[src/rtl/nic_pkg.sv]
package nic_pkg;

  localparam int unsigned NIC_ADDR_W       = 12;
  localparam int unsigned NIC_SRC_PER_WORD = 4;
  localparam int unsigned NIC_LANE_W       = 8;
  localparam int unsigned NIC_LVL_W        = 2;
  localparam int unsigned NIC_NUM_LVL      = 1 << NIC_LVL_W;
  localparam int unsigned NIC_BITS_PER_CLR = 32;

  localparam logic [NIC_ADDR_W-1:0] OFS_VEC  = 12'h000;
  localparam logic [NIC_ADDR_W-1:0] OFS_LACK = 12'h010;
  localparam logic [NIC_ADDR_W-1:0] OFS_CTRL = 12'h020;
  localparam logic [NIC_ADDR_W-1:0] OFS_STAT = 12'h030;
  localparam logic [NIC_ADDR_W-1:0] OFS_RAW0 = 12'h040;
  localparam logic [NIC_ADDR_W-1:0] OFS_CFG0 = 12'h060;
  localparam logic [NIC_ADDR_W-1:0] OFS_BASE = 12'h160;
  localparam logic [NIC_ADDR_W-1:0] OFS_CLR0 = 12'h1D0;
  localparam logic [NIC_ADDR_W-1:0] OFS_SCR  = 12'h1F0;

  localparam int unsigned CTRL_IRQ_EN = 16;
  localparam int unsigned CTRL_RDSVC  = 18;
  localparam int unsigned CTRL_NONEST = 19;

  localparam logic [31:0] CTRL_MASK = (32'h1 << CTRL_IRQ_EN) | (32'h1 << CTRL_RDSVC)
                                    | (32'h1 << CTRL_NONEST);
  localparam logic [31:0] CFG_MASK  = 32'h0F0F_0F0F;
  localparam logic [31:0] BASE_MASK = 32'hFFFF_FFFC;

  typedef logic [NIC_LVL_W-1:0] nic_lvl_t;

  typedef enum logic [1:0] {
    ACC_WRITE = 2'd0,
    ACC_SET   = 2'd1,
    ACC_CLEAR = 2'd2,
    ACC_NONE  = 2'd3
  } nic_acc_e;

  // Access kind from the low nibble of the address: base, +4 set, +8 clear.
  function automatic nic_acc_e nic_decode_acc(input logic [3:0] lo);
    case (lo)
      4'h0:    return ACC_WRITE;
      4'h4:    return ACC_SET;
      4'h8:    return ACC_CLEAR;
      default: return ACC_NONE;
    endcase
  endfunction

  function automatic logic [31:0] nic_apply(input logic [31:0] old_v,
                                            input logic [31:0] wd,
                                            input nic_acc_e acc);
    case (acc)
      ACC_WRITE: return wd;
      ACC_SET:   return old_v | wd;
      ACC_CLEAR: return old_v & ~wd;
      default:   return old_v;
    endcase
  endfunction

endpackage

[src/rtl/nic_src_bank.sv]
module nic_src_bank
  import nic_pkg::*;
#(
  parameter int unsigned NUM_SRC = 64
) (
  input  logic                                     clk,
  input  logic                                     rst_n,
  input  logic                                     cfg_we,
  input  logic [$clog2(NUM_SRC/NIC_SRC_PER_WORD)-1:0] cfg_widx,
  input  nic_acc_e                                 cfg_acc,
  input  logic [31:0]                              wdata,
  input  logic [$clog2(NUM_SRC/NIC_SRC_PER_WORD)-1:0] cfg_ridx,
  output logic [31:0]                              cfg_rdata,
  input  logic [NUM_SRC-1:0]                       irq_src,
  input  logic                                     clr_we,
  input  logic [((NUM_SRC/NIC_BITS_PER_CLR) > 1 ? $clog2(NUM_SRC/NIC_BITS_PER_CLR) : 1)-1:0] clr_widx,
  output logic [NUM_SRC*NIC_LVL_W-1:0]             src_pri,
  output logic [NUM_SRC-1:0]                       src_en,
  output logic [NUM_SRC-1:0]                       src_pend
);

  localparam int unsigned NUM_WORDS = NUM_SRC / NIC_SRC_PER_WORD;
  localparam int unsigned WIDX_W    = $clog2(NUM_WORDS);
  localparam int unsigned NUM_CLR   = NUM_SRC / NIC_BITS_PER_CLR;
  localparam int unsigned CIDX_W    = (NUM_CLR > 1) ? $clog2(NUM_CLR) : 1;

  logic [NUM_WORDS*32-1:0] cfg_flat;
  logic [NUM_SRC-1:0]      src_sw;
  logic [NUM_SRC-1:0]      pend_d;
  logic [NUM_SRC-1:0]      pend_q;

  for (genvar w = 0; w < NUM_WORDS; w++) begin : g_word
    logic [31:0] word_q;
    logic [31:0] word_d;
    logic        word_ce;

    assign word_ce = cfg_we && (cfg_widx == WIDX_W'(w));

    always_comb begin
      word_d = word_q;
      if (word_ce) word_d = nic_apply(word_q, wdata, cfg_acc) & CFG_MASK;
    end

    always_ff @(posedge clk or negedge rst_n) begin
      if (!rst_n) word_q <= '0;
      else        word_q <= word_d;
    end

    assign cfg_flat[w*32 +: 32] = word_q;

    for (genvar s = 0; s < NIC_SRC_PER_WORD; s++) begin : g_lane
      localparam int unsigned SN = w*NIC_SRC_PER_WORD + s;
      assign src_pri[SN*NIC_LVL_W +: NIC_LVL_W] = word_q[s*NIC_LANE_W +: NIC_LVL_W];
      assign src_en[SN]                          = word_q[s*NIC_LANE_W + 2];
      assign src_sw[SN]                          = word_q[s*NIC_LANE_W + 3];
    end
  end

  always_comb begin
    cfg_rdata = '0;
    for (int w = 0; w < int'(NUM_WORDS); w++) begin
      if (cfg_ridx == WIDX_W'(w)) cfg_rdata = cfg_flat[w*32 +: 32];
    end
  end

  // Pending: sticky on request, a clear in the same cycle wins.
  for (genvar n = 0; n < NUM_SRC; n++) begin : g_pend
    logic clr_hit;
    assign clr_hit   = clr_we && (clr_widx == CIDX_W'(n / NIC_BITS_PER_CLR))
                       && wdata[n % NIC_BITS_PER_CLR];
    assign pend_d[n] = clr_hit ? 1'b0 : (pend_q[n] | irq_src[n] | src_sw[n]);
  end

  always_ff @(posedge clk or negedge rst_n) begin
    if (!rst_n) pend_q <= '0;
    else        pend_q <= pend_d;
  end

  assign src_pend = pend_q;

endmodule

[src/rtl/nic_arbiter.sv]
module nic_arbiter
  import nic_pkg::*;
#(
  parameter int unsigned NUM_SRC = 64
) (
  input  logic [NUM_SRC-1:0]           req,
  input  logic [NUM_SRC*NIC_LVL_W-1:0] pri,
  output logic                         win_valid,
  output logic [$clog2(NUM_SRC)-1:0]   win_idx,
  output nic_lvl_t                     win_lvl
);

  localparam int unsigned IDX_W = $clog2(NUM_SRC);

  // Ascending scan with strict compare keeps the lowest index on a tie.
  always_comb begin
    win_valid = 1'b0;
    win_idx   = '0;
    win_lvl   = '0;
    for (int n = 0; n < int'(NUM_SRC); n++) begin
      if (req[n] && (!win_valid || (pri[n*NIC_LVL_W +: NIC_LVL_W] > win_lvl))) begin
        win_valid = 1'b1;
        win_idx   = IDX_W'(n);
        win_lvl   = pri[n*NIC_LVL_W +: NIC_LVL_W];
      end
    end
  end

endmodule

[src/rtl/nic_svc_tracker.sv]
module nic_svc_tracker
  import nic_pkg::*;
(
  input  logic                   clk,
  input  logic                   rst_n,
  input  logic                   enter,
  input  logic                   win_valid,
  input  nic_lvl_t               win_lvl,
  input  logic                   ack_we,
  input  logic [NIC_NUM_LVL-1:0] ack_bits,
  input  logic                   no_nest,
  output logic [NIC_NUM_LVL-1:0] in_svc,
  output logic                   allow
);

  logic [NIC_NUM_LVL-1:0] svc_d;
  logic [NIC_NUM_LVL-1:0] svc_q;
  nic_lvl_t               top_lvl;
  logic                   any_svc;

  always_comb begin
    top_lvl = '0;
    for (int l = 0; l < int'(NIC_NUM_LVL); l++) begin
      if (svc_q[l]) top_lvl = nic_lvl_t'(l);
    end
  end

  assign any_svc = |svc_q;

  always_comb begin
    if (no_nest) allow = !any_svc;
    else         allow = !any_svc || (win_valid && (win_lvl > top_lvl));
  end

  // Acknowledge is applied first, then a new entry.
  always_comb begin
    svc_d = svc_q;
    if (ack_we) svc_d = svc_d & ~ack_bits;
    if (enter)  svc_d = svc_d | (NIC_NUM_LVL'(1) << win_lvl);
  end

  always_ff @(posedge clk or negedge rst_n) begin
    if (!rst_n) svc_q <= '0;
    else        svc_q <= svc_d;
  end

  assign in_svc = svc_q;

endmodule

[src/rtl/nest_irq_collector.sv]
module nest_irq_collector
  import nic_pkg::*;
#(
  parameter int unsigned NUM_SRC = 64
) (
  input  logic                  clk,
  input  logic                  rst_n,
  input  logic [NUM_SRC-1:0]    irq_src,
  input  logic                  bus_sel,
  input  logic                  bus_wr,
  input  logic [NIC_ADDR_W-1:0] bus_addr,
  input  logic [31:0]           bus_wdata,
  output logic [31:0]           bus_rdata,
  output logic                  cpu_irq
);

  localparam int unsigned NUM_WORDS = NUM_SRC / NIC_SRC_PER_WORD;
  localparam int unsigned WIDX_W    = $clog2(NUM_WORDS);
  localparam int unsigned NUM_CLR   = NUM_SRC / NIC_BITS_PER_CLR;
  localparam int unsigned CIDX_W    = (NUM_CLR > 1) ? $clog2(NUM_CLR) : 1;
  localparam int unsigned IDX_W     = $clog2(NUM_SRC);
  localparam logic [NIC_ADDR_W-1:0] CFG_END = OFS_CFG0 + NIC_ADDR_W'(NUM_WORDS * 16);
  localparam logic [NIC_ADDR_W-1:0] CLR_END = OFS_CLR0 + NIC_ADDR_W'(NUM_CLR * 16);
  localparam logic [NIC_ADDR_W-1:0] RAW_END = OFS_RAW0 + NIC_ADDR_W'(NUM_CLR * 16);

  logic                  wr_op, rd_op;
  nic_acc_e              acc;
  logic [NIC_ADDR_W-1:0] word_addr, cfg_off, clr_off, raw_off;
  logic                  cfg_hit, clr_hit, raw_hit, alias_ok;
  logic [31:0]           ctrl_d, ctrl_q, base_d, base_q, scr_d, scr_q;
  logic                  ctrl_ce, base_ce, scr_ce;
  logic [31:0]           cfg_rdata, raw_word, vec_addr;
  logic [NUM_SRC*NIC_LVL_W-1:0] src_pri;
  logic [NUM_SRC-1:0]    src_en, src_pend;
  logic                  win_valid;
  logic [IDX_W-1:0]      win_idx;
  nic_lvl_t              win_lvl;
  logic [NIC_NUM_LVL-1:0] in_svc;
  logic                  allow, enter, ack_we;

  // ---------------- bus decode ----------------
  assign wr_op     = bus_sel && bus_wr;
  assign rd_op     = bus_sel && !bus_wr;
  assign acc       = nic_decode_acc(bus_addr[3:0]);
  assign alias_ok  = (acc != ACC_NONE);
  assign word_addr = {bus_addr[NIC_ADDR_W-1:4], 4'h0};
  assign cfg_off   = word_addr - OFS_CFG0;
  assign clr_off   = word_addr - OFS_CLR0;
  assign raw_off   = word_addr - OFS_RAW0;
  assign cfg_hit   = (word_addr >= OFS_CFG0) && (word_addr < CFG_END);
  assign clr_hit   = (word_addr >= OFS_CLR0) && (word_addr < CLR_END)
                     && ((acc == ACC_WRITE) || (acc == ACC_SET));
  assign raw_hit   = (word_addr >= OFS_RAW0) && (word_addr < RAW_END) && (bus_addr[3:0] == 4'h0);
  assign ack_we    = wr_op && (bus_addr == OFS_LACK);

  // ---------------- control, base, scratch ----------------
  assign ctrl_ce = wr_op && (word_addr == OFS_CTRL) && alias_ok;
  assign base_ce = wr_op && (word_addr == OFS_BASE) && alias_ok;
  assign scr_ce  = wr_op && (bus_addr == OFS_SCR);

  always_comb begin
    ctrl_d = ctrl_q;
    base_d = base_q;
    scr_d  = scr_q;
    if (ctrl_ce) ctrl_d = nic_apply(ctrl_q, bus_wdata, acc) & CTRL_MASK;
    if (base_ce) base_d = nic_apply(base_q, bus_wdata, acc) & BASE_MASK;
    if (scr_ce)  scr_d  = bus_wdata;
  end

  always_ff @(posedge clk or negedge rst_n) begin
    if (!rst_n) begin
      ctrl_q <= '0;
      base_q <= '0;
      scr_q  <= '0;
    end else begin
      ctrl_q <= ctrl_d;
      base_q <= base_d;
      scr_q  <= scr_d;
    end
  end

  // ---------------- sub-blocks ----------------
  nic_src_bank #(.NUM_SRC(NUM_SRC)) bank_i (
    .clk      (clk),
    .rst_n    (rst_n),
    .cfg_we   (wr_op && cfg_hit && alias_ok),
    .cfg_widx (WIDX_W'(cfg_off[NIC_ADDR_W-1:4])),
    .cfg_acc  (acc),
    .wdata    (bus_wdata),
    .cfg_ridx (WIDX_W'(cfg_off[NIC_ADDR_W-1:4])),
    .cfg_rdata(cfg_rdata),
    .irq_src  (irq_src),
    .clr_we   (wr_op && clr_hit),
    .clr_widx (CIDX_W'(clr_off[NIC_ADDR_W-1:4])),
    .src_pri  (src_pri),
    .src_en   (src_en),
    .src_pend (src_pend)
  );

  nic_arbiter #(.NUM_SRC(NUM_SRC)) arb_i (
    .req      (src_pend & src_en),
    .pri      (src_pri),
    .win_valid(win_valid),
    .win_idx  (win_idx),
    .win_lvl  (win_lvl)
  );

  assign cpu_irq = ctrl_q[CTRL_IRQ_EN] && win_valid && allow;
  assign enter   = cpu_irq && (bus_addr == OFS_VEC) && (ctrl_q[CTRL_RDSVC] ? rd_op : wr_op);

  nic_svc_tracker svc_i (
    .clk      (clk),
    .rst_n    (rst_n),
    .enter    (enter),
    .win_valid(win_valid),
    .win_lvl  (win_lvl),
    .ack_we   (ack_we),
    .ack_bits (bus_wdata[NIC_NUM_LVL-1:0]),
    .no_nest  (ctrl_q[CTRL_NONEST]),
    .in_svc   (in_svc),
    .allow    (allow)
  );

  // ---------------- read path ----------------
  assign vec_addr = base_q + (32'(win_idx) << 2);

  always_comb begin
    raw_word = '0;
    for (int r = 0; r < int'(NUM_CLR); r++) begin
      if (raw_off[NIC_ADDR_W-1:4] == (NIC_ADDR_W-4)'(r)) raw_word = irq_src[r*32 +: 32];
    end
  end

  always_comb begin
    bus_rdata = '0;
    if (bus_addr == OFS_VEC)         bus_rdata = vec_addr;
    else if (word_addr == OFS_CTRL)  bus_rdata = ctrl_q;
    else if (bus_addr == OFS_STAT)   bus_rdata = 32'(win_idx);
    else if (raw_hit)                bus_rdata = raw_word;
    else if (cfg_hit)                bus_rdata = cfg_rdata;
    else if (word_addr == OFS_BASE)  bus_rdata = base_q;
    else if (bus_addr == OFS_SCR)    bus_rdata = scr_q;
  end

endmodule

[config.mk]
export PLATFORM = sky130hd
export DESIGN_NAME = nest_irq_collector
export DESIGN_NICKNAME = d
export VERILOG_FILES = /design/src/rtl/nic_pkg.sv /design/src/rtl/nic_src_bank.sv /design/src/rtl/nic_arbiter.sv /design/src/rtl/nic_svc_tracker.sv /design/src/rtl/nest_irq_collector.sv
export SDC_FILE = /design/constraint.sdc
export NUM_CORES = 1
export LEC_CHECK = 0
export BUFFER_PORTS_ARGS = -buffer_cell sky130_fd_sc_hd__buf_2
export CAP_MARGIN = 20
export CORE_ASPECT_RATIO = 0.5
export CORE_MARGIN = 4
export CORE_UTILIZATION = 25
export DETAILED_ROUTE_END_ITERATION = 7
export PLACE_DENSITY_LB_ADDON = 0.25
export SETUP_SLACK_MARGIN = 0.1
export SLEW_MARGIN = 0
export SYNTH_ARGS = -nofsm -noshare
export SYNTH_HDL_FRONTEND = slang
export SYNTH_HIERARCHICAL = 1
export SYNTH_SLANG_ARGS = --single-unit
[constraint.sdc]
create_clock -name clk -period 186.4 [get_ports clk]
set_input_delay 18.64 -clock clk [delete_from_list [all_inputs] [get_ports clk]]
set_output_delay 18.64 -clock clk [all_outputs]
set_load 0.05 [all_outputs]
==> impl_metrics.yaml <==
outcome:
  status: "complete, but fails checks"
  failed_checks: "antenna rules"
floorplan:
  num_io_pins: 145
  core_area_um2: 113000
  die_w_um: 487
  core.rowCount: 87
  die_area_um2: 120000
  die-height_um: 247
  initial_utilization_pct: 25.3
synth:
  yosys-top-cells-count: "o21ai_0, dfrtp_1, nand2_1"
  syn_inst: 3448
  synth_warnings: 6
  synth_edf_count: 0
  synthArstFlopShare_pct: 100
  yosysMostFrequentCell: "o21ai_0"
  syn_area_um2: 28600
  ys_ff_latch: 389
  synth_largest_area_cell: "dfrtp_1"
  seq_area_frac_synth_pct: 34.0
  avgSynthCellArea_um2: 8.30
  synth_ff_type: "dfrtp_1"
  synthTopCellsByArea: "dfrtp_1, o21ai_0, buf_4, ha_1, a21oi_1"
  yosysUniqueCellTypes: 108
  synth_top_area_share_pct: 34.0
clock_network:
  cts_buffer_depth: 3
  cts.repair.resized: 0
  htree_levels: 2
  numCtsBuffers: 45
  insertion_delay_ps: 600
  clockRootBuffer: "clkbuf_16"
  ctsHoldBuffers: 0
  cts_setup_buffers: 0
  cts_sinks: 389
  cts.clk_slew.worst_paths_ps: 60
  tritoncts: "yes"
setup_path:
  cp_slowest_stage_delay_ps: 780
  cp_common_cell: "nor2_1"
  reg2reg_depth: 430
  worstPathArrival_ps: 93170
  critPathRequiredTime_ps: 167760
  path_class: "flop to output pin"
  critPathMaxFanout: 18
  worst_path_max_delay_cell: "o311ai_0"
  endpoint_kind: "output pin"
  startpoint_type: "flop"
sta:
  fin_crit_ps: 111810
  setup_violations: 0
  maxSlewViolCount: 0
  max_slew.worst_pin.slew_ps: 1300
  rsz0062_at_grt: "no"
  hold_viol: 0
  fmax_mhz: 8.94
  slew_headroom_pct: 12.5
  final.setup_skew_ps: 12.6
  tns_ps: 0
  post-route-period-util_pct: 60.0
placement:
  routabilityCongestion: 0.960
  hpwl_um: 102000
  io_buffer_count: 144
power:
  ir_drop_uv: 6.20
  p_leak_nw: 12.9
  p_clk_share_pct: 46.9
  switching_share_pct: 29.3
  intPower_uw: 144
  p_comb_share_pct: 11.6
  seqPwrFrac_pct: 41.5
  p_per_area_nw_per_um2: 6.54
  power_uw: 203
  p_sw_uw: 59.7
drt:
  firstDrtPassIters: 6
  drc_errors: 0
  drtIter0Drc: 3521
  routed-via-count: 28000
  viasPerCell: 5.75
  routed_wl_um: 138000
  ant_nets: 1
  wl_per_cell_um: 28.4
global_route:
  grt_use_total_pct: 22.2
  grt_pass1_wl_um: 196000
  gr-total-overflow: 0
  grt_pass1_vias: 25800
  grt_max_degree: 158
  grt_antenna_before_repair: 8
hold_path:
  hold_depth: 1
  hold_class: "flop to flop"
layout:
  sequential_cell_area_um2: 9730
  fin_nets: 3504
  drive_above_1_share_pct: 11.6
  multiInputGateArea_um2: 16100
  fill_cells: 12200
  area_delta_synth_final_pct: 8.69
job:
  cap_violations: 0
critical path, delay by kind of cell, from the launching register on:
kind	cells	cell delay, ps
AO/OA/AOI/OAI	174	41650
multiplexers	17	6210
XOR/XNOR	1	180
flip-flops	1	360
buffers and inverters	9	1090
adder cells (fa/ha/maj)	76	21290
AND/OR/NAND/NOR	151	21720
kinds of logic (layout without fill, tap and decap cells):
| logic type | count (synthesis) | in the layout | share of synthesized area [%] |
|---|---|---|---|
| buffers and inverters | 520 | 404 | 10.1 |
| muxes | 141 | 141 | 5.79 |
| and+or+nand+nor | 914 | 914 | 16.1 |
| xor gates and xnor gates | 32 | 32 | 1.01 |
| adders and majority gates | 95 | 95 | 4.06 |
| DFF | 389 | 389 | 34.0 |
| AOI/OAI and AO/OA | 1356 | 1356 | 28.9 |
| other | 1 | 22 | 0.0131 |
sequential cells by signal, indices dropped and copies added, names as in the netlist:
register	flops
ctrl_q	3
bank_i/g_word.word_q	256
base_q	30
svc_i/in_svc	4
bank_i/src_pend	64
scr_q	32
power by group through the flow:
stage / Sequential (mW) / Clock (mW) / Combinational (mW)
final: 0.0845 / 0.0953 / 0.0236
after global routing: 0.0845 / 0.0990 / 0.0241
after CTS: 0.0845 / 0.0959 / 0.0228
after detailed placement: 0.0861 / 0 / 0.0227
after global placement: 0.0861 / 0 / 0.0226
after floorplan: 0.0861 / 0 / 0.00972
final timing paths:
path / from / to / slack [ps]
max: bank_i/src_pend[0]$_DFF_PN0_ / bus_rdata[30] / 74590
min: scr_q[18]$_DFFE_PN0P_ / scr_q[18]$_DFFE_PN0P_ / 490
max reg2reg: bank_i/src_pend[0]$_DFF_PN0_ / svc_i/in_svc[3]$_DFF_PN0_ / 95220
min reg2reg: scr_q[18]$_DFFE_PN0P_ / scr_q[18]$_DFFE_PN0P_ / 490
max in group asynchronous: rst_n / bank_i/g_word[12].word_q[10]$_DFFE_PN0P_ / 166770
min in group asynchronous: rst_n / scr_q[28]$_DFFE_PN0P_ / 18080
cells in the final DEF (no fill, tap or decap), types with 27 or more instances in the layout:
| master | netlist | layout |
|---|---|---|
| inv_1 | 112 | 110 |
| o21ai_0 | 688 | 688 |
| ha_1 | 80 | 80 |
| nor2_1 | 194 | 190 |
| clkbuf_16 | 0 | 45 |
| mux2_2 | 33 | 33 |
| o22ai_1 | 44 | 44 |
| o21ai_1 | 30 | 30 |
| nand3_1 | 50 | 50 |
| dfrtp_1 | 389 | 389 |
| mux2_1 | 30 | 30 |
| nor3_1 | 129 | 127 |
| mux2i_1 | 64 | 64 |
| a211oi_1 | 32 | 32 |
| o211ai_1 | 27 | 27 |
| nand2_1 | 232 | 232 |
| a21oi_1 | 186 | 186 |
| a22o_1 | 50 | 50 |
| and2_1 | 89 | 89 |
| buf_2 | 40 | 142 |
| buf_4 | 219 | 45 |
| nand2b_1 | 45 | 44 |
final cells by class:
type / count / area share (%)
diodes: 6 / 0.0483
clock buffers: 67 / 4.21
clock inverters: 16 / 0.619
inverters: 114 / 1.38
multi-input cells: 2554 / 51.7
flip-flops and latches: 389 / 31.3
well taps: 1513 / 6.08
repair buffers: 207 / 4.66
routing by layer:
layer,wire length [um],global-route usage (%),up-vias
met2,59800,34.5,1455
met4,7170,9.66,4
met1,59200,30.1,14000
met3,12100,4.20,287
li1,-,-,12200
met5,27,0,-
stage by stage:
stage | util (%) | hold slack (ps) | area (um2) | instances | setup slack, ps
2_1_floorplan | - | 458 | 28700 | 3463 | 90060
3_3_place_gp | 25.8 | 467 | 29300 | 4760 | 78570
3_5_place_dp | 25.9 | 476 | 29300 | 4765 | 76830
4_1_cts | 27.2 | 489 | 30800 | 4848 | 75870
5_1_grt | 27.5 | 503 | 31100 | 4861 | 66630
6_report | 27.5 | 491 | 31100 | 4866 | 74590
No activity file was read; power rests on OpenSTA's default activity.
